`config.mk`:
```
export PLATFORM = sky130hd
export DESIGN_NAME = wdt_edge_guard
export DESIGN_NICKNAME = d
export VERILOG_FILES = /design/src/rtl/wdg_pkg.sv /design/src/rtl/wdg_sync_chain.sv /design/src/rtl/wdg_toggle_detect.sv /design/src/rtl/wdg_quiet_counter.sv /design/src/rtl/wdt_edge_guard.sv
export SDC_FILE = /design/constraint.sdc
export NUM_CORES = 1
export LEC_CHECK = 0
export CAP_MARGIN = 20
export CORE_UTILIZATION = 55
export CTS_BUF_LIST = sky130_fd_sc_hd__clkbuf_4
export CTS_CLUSTER_DIAMETER = 200
export DETAILED_ROUTE_END_ITERATION = 12
export DONT_BUFFER_PORTS = 1
export PLACE_DENSITY = 0.7
export SLEW_MARGIN = 10
export SYNTH_ARGS = -nofsm -noshare
export SYNTH_HDL_FRONTEND = slang
export SYNTH_HIERARCHICAL = 1
export SYNTH_SLANG_ARGS = --single-unit
```
`constraint.sdc`:
```
create_clock -name clk_i -period 4.7 [get_ports clk_i]
set_clock_uncertainty 0.1 [all_clocks]
set_input_delay 1.175 -clock clk_i [delete_from_list [all_inputs] [get_ports clk_i]]
set_output_delay 1.175 -clock clk_i [all_outputs]
set_load 0.03 [all_outputs]
```
`src/rtl/wdg_pkg.sv`:
```
package wdg_pkg;

   // Counter phase: counting a window, or spent until the next reset
   typedef enum logic {
      WDG_ARMED = 1'b0,
      WDG_SPENT = 1'b1
   } wdg_phase_e;

   // Bits needed to hold values 0 .. limit-1
   function automatic int unsigned cnt_bits(input int unsigned limit);
      return (limit < 2) ? 1 : $clog2(limit);
   endfunction

endpackage

```
`src/rtl/wdg_sync_chain.sv`:
```
module wdg_sync_chain #(
   parameter int unsigned STAGES = 2
) (
   input  logic clk_i,
   input  logic async_i,
   output logic sync_o
);
   logic [STAGES-1:0] stage_q;

   generate
      if (STAGES == 2) begin : g_two
         always_ff @(posedge clk_i) begin
            stage_q <= {stage_q[0], async_i};
         end
      end else begin : g_deep
         always_ff @(posedge clk_i) begin
            stage_q <= {stage_q[STAGES-2:0], async_i};
         end
      end
   endgenerate

   assign sync_o = stage_q[STAGES-1];
endmodule

```
`src/rtl/wdg_toggle_detect.sv`:
```
module wdg_toggle_detect (
   input  logic clk_i,
   input  logic level_i,
   output logic toggle_o
);
   logic last_q;

   // Tracks the level continuously, also during reset, so release sees no stale edge
   always_ff @(posedge clk_i) begin
      last_q <= level_i;
   end

   assign toggle_o = level_i ^ last_q;
endmodule

```
`src/rtl/wdg_quiet_counter.sv`:
```
module wdg_quiet_counter #(
   parameter int unsigned LIMIT = 16,
   parameter int unsigned W     = 4
) (
   input  logic         clk_i,
   input  logic         rst_i,
   input  logic         clear_i,
   output logic [W-1:0] count_o,
   output logic         strobe_o
);
   import wdg_pkg::*;

   localparam logic [W-1:0] LAST = W'(LIMIT - 1);

   wdg_phase_e   phase_q;
   logic [W-1:0] cnt_q;
   logic         strobe_q;

   always_ff @(posedge clk_i) begin
      if (rst_i) begin
         cnt_q    <= '0;
         phase_q  <= WDG_ARMED;
         strobe_q <= 1'b0;
      end else begin
         strobe_q <= 1'b0;
         case (phase_q)
            WDG_ARMED: begin
               if (clear_i) begin
                  cnt_q <= '0;
               end else if (cnt_q == LAST) begin
                  cnt_q    <= '0;
                  strobe_q <= 1'b1;
                  phase_q  <= WDG_SPENT;
               end else begin
                  cnt_q <= cnt_q + W'(1);
               end
            end
            default: begin
               cnt_q <= '0;
            end
         endcase
      end
   end

   assign count_o  = cnt_q;
   assign strobe_o = strobe_q;
endmodule

```
`src/rtl/wdt_edge_guard.sv`:
```
module wdt_edge_guard #(
   parameter int unsigned TIMEOUT_CYC = 1_600_000,
   parameter int unsigned SYNC_STAGES = 2
) (
   input  logic clk_i,
   input  logic sys_rst_i,
   input  logic kick_i,
   output logic expire_o
);
   localparam int unsigned CNT_W = wdg_pkg::cnt_bits(TIMEOUT_CYC);

   generate
      if (TIMEOUT_CYC < 2) begin : g_bad_timeout
         $error("TIMEOUT_CYC must be at least 2");
      end
      if (SYNC_STAGES < 2) begin : g_bad_sync
         $error("SYNC_STAGES must be at least 2");
      end
   endgenerate

   logic             kick_sync;
   logic             kick_toggle;
   logic [CNT_W-1:0] count_q;

   wdg_sync_chain #(.STAGES(SYNC_STAGES)) sync_i (
      .clk_i   (clk_i),
      .async_i (kick_i),
      .sync_o  (kick_sync)
   );

   wdg_toggle_detect edge_i (
      .clk_i    (clk_i),
      .level_i  (kick_sync),
      .toggle_o (kick_toggle)
   );

   wdg_quiet_counter #(.LIMIT(TIMEOUT_CYC), .W(CNT_W)) cnt_i (
      .clk_i    (clk_i),
      .rst_i    (sys_rst_i),
      .clear_i  (kick_toggle),
      .count_o  (count_q),
      .strobe_o (expire_o)
   );
endmodule

```
==> qor.csv <==
metric;value;unit
outcome;complete, no violations;
DR pass1 iterations;4;
initial antenna violation count;0;
setup TNS;0;ns
CP Max Fanout;15;
synthesized instance count;124;
post-layout min period;2.10;ns
Die ar.;0.00231;mm²
Boundary Pins;4;
worst path required time;4.84;ns
Max Root-Sink Buffers;2;
Initial Util;0.588;
Synthesized Nets;128;
H-tree depth;1;
Buffers on Ports;0;
wire per inst;12.8;µm
RSZ-0062 raised after global routing;no;
design area;0.00122;mm²
Final Non-Filler Cells;153;
Die W;48.0;µm
TritonCTS clock tree;yes;
ranking of synthesized cells by area;dfxtp_1 (45%), xnor2_1 (7.5%), nor2_1 (6.1%);
worst hold path type;reg -> reg;
Reg power frac;0.702;
vias in the first global route;710;
row count;16;
largest net degree at the start of global routing;16;
Worst EP arrival;2.24;ns
total track usage;0.191;
switch share;0.202;
placed insts;150;
nets;132;
PD cells;263;mW/mm²
number of clock sinks;26;
Initial DRC Count;20;
total power;0.320;mW
dpl cell area;0.00119;mm²
Setup Fix Bufs, Post-CTS;0;
VDD IR max;0.154;mV
internal power;0.255;mW
Psw;0.0645;mW
Slew @ Worst Pin;0.659;ns
Worst setup SP type;input pin;
Leak;0.379;nW
dominant synthesized flop cell;dfxtp_1;
max-cap check violation count;0;
CTS Buf Count;3;
first-pass GRT wire length;3030;µm
total routed wirelength;1960;µm
Resized Gates After CTS;0;
Clk Latency, worst-skew pair;0.30;ns
worst setup margin;2.60;ns
routability congestion estimate;0.765;
top cell type's share of synthesized area;0.446;
Syn-to-layout area delta;4.40;%
Reg2Reg Depth;4;
Worst slew margin;0.557;
Worst-path clk slew;0.12;ns
cts hold-fix bufs;0;
DRC;0;
largest area contributor in the netlist;dfxtp_1;
endpoint type of the worst setup path;register;
Finish-stage setup viols;0;
library cells used by synthesis;30;
Max Slew Vio Count;0;
Vias;900;
Clock Tree Root;clkbuf_4;
pre-CTS setup slack;2.30;ns
yosys warns;6;
number of vias per cell;5.88;
power share of the combinational group;0.027;
total gr overflow;0;
diode count;0;
EDFF count, synth;0;
Mean Syn Cell Area;9.40;µm²
sequential area share after synthesis;0.446;
Die H;48.0;µm
crit share post-route;0.446;
core footprint;0.00198;mm²
final core occ;0.614;
Max Fclk;0.477;GHz
Worst Hold Depth;0;
Final HPWL DP;1460;µm
Post-synth ARST share;0;
share of cells above drive strength 1;0.0873;
Hold Vio Cnt, Final;0;
flops & latches, synth;26;
critical path type;in -> reg;
final hold slack;0.241;ns
power share of the clock group;0.272;
Antenna Nets Post-Route;0;
Post-Synthesis Cell Area;0.00117;mm²
## worst paths after layout
path                       endpoint              start  slack (ns)
setup / recovery   cnt_i/count_o[4]          sys_rst_i        2.60
hold / removal    sync_i/stage_q[1]  sync_i/stage_q[0]        0.24
hold reg to reg   sync_i/stage_q[1]  sync_i/stage_q[0]        0.24
setup reg to reg   cnt_i/count_o[4]  cnt_i/count_o[17]        2.78
## state kept, by name, summed over array words and instances (netlist names)
register        count
cnt_i/strobe_o      1
edge_i/last_q       1
cnt_i/count_o      21
sync_i/stage_q      2
cnt_i/phase_q       1
## kinds of logic after synthesis
logic type,after synthesis,share of synthesized area
AND/OR/NAND/NOR,67,0.355
XOR/XNOR,15,0.113
AO/OA/AOI/OAI,7,0.0365
flip-flops,26,0.446
adder cells (fa/ha/maj),1,0.0107
multiplexers,2,0.0182
buffers and inverters,6,0.0204
## synth_stat cells, drive strengths merged (5+ instances only)
cell / number
dfxtp: 26
nor2: 19
xnor2: 10
nand3: 9
nor3: 8
nand4: 7
nor4: 7
inv: 5
nand2: 5
xor2: 5
## cells in the final DEF, fill, tap and decap left out
cell,instances
nand3_1,9
nor4_1,5
mux2_2,1
o21ai_2,1
or4b_1,1
ha_1,1
nor3_1,8
or3_1,3
and4_1,2
nor4_2,1
nand4_1,5
nor4b_1,1
o221ai_1,1
a21oi_1,3
inv_1,5
o21ai_0,2
mux2i_1,1
xor2_1,5
clkbuf_4,3
nand2_1,5
and4bb_2,1
nand4b_1,1
nor4_4,1
nor2_1,19
xnor2_1,10
and3_1,1
and4_2,1
nand4_4,2
dfxtp_1,26
nor3b_1,1
## cell type report
class	instances	area, µm²
fillers	185	764
multi-input cells	92	622
flip-flops and latches	26	520
well taps	27	33.8
clock buffers	3	22.5
inverters	5	18.8
## worst max-delay path: stages
cell and delay [ns]:
nor3_1 0.53, o21ai_2 0.35, nor2_1 0.18
## per-layer routing
| layer | wire [µm] | track usage | up-vias |
|---|---|---|---|
| li1 | - | - | 457 |
| met1 | 947 | 0.261 | 426 |
| met2 | 944 | 0.300 | 15 |
| met3 | 56 | 0.0340 | 2 |
| met4 | 9 | 0.0667 | 0 |
| met5 | 0 | 0 | - |
## power by group through the flow
stage | clock network (mW) | logic (mW) | registers (mW)
global route | 0.102 | 0.0103 | 0.225
global placement | 0 | 0.00845 | 0.229
floorplan | 0 | 0.00715 | 0.229
CTS | 0.0933 | 0.00894 | 0.224
finish | 0.0869 | 0.00854 | 0.224
detailed placement | 0 | 0.00889 | 0.229
(Power assumes the default switching activity.)
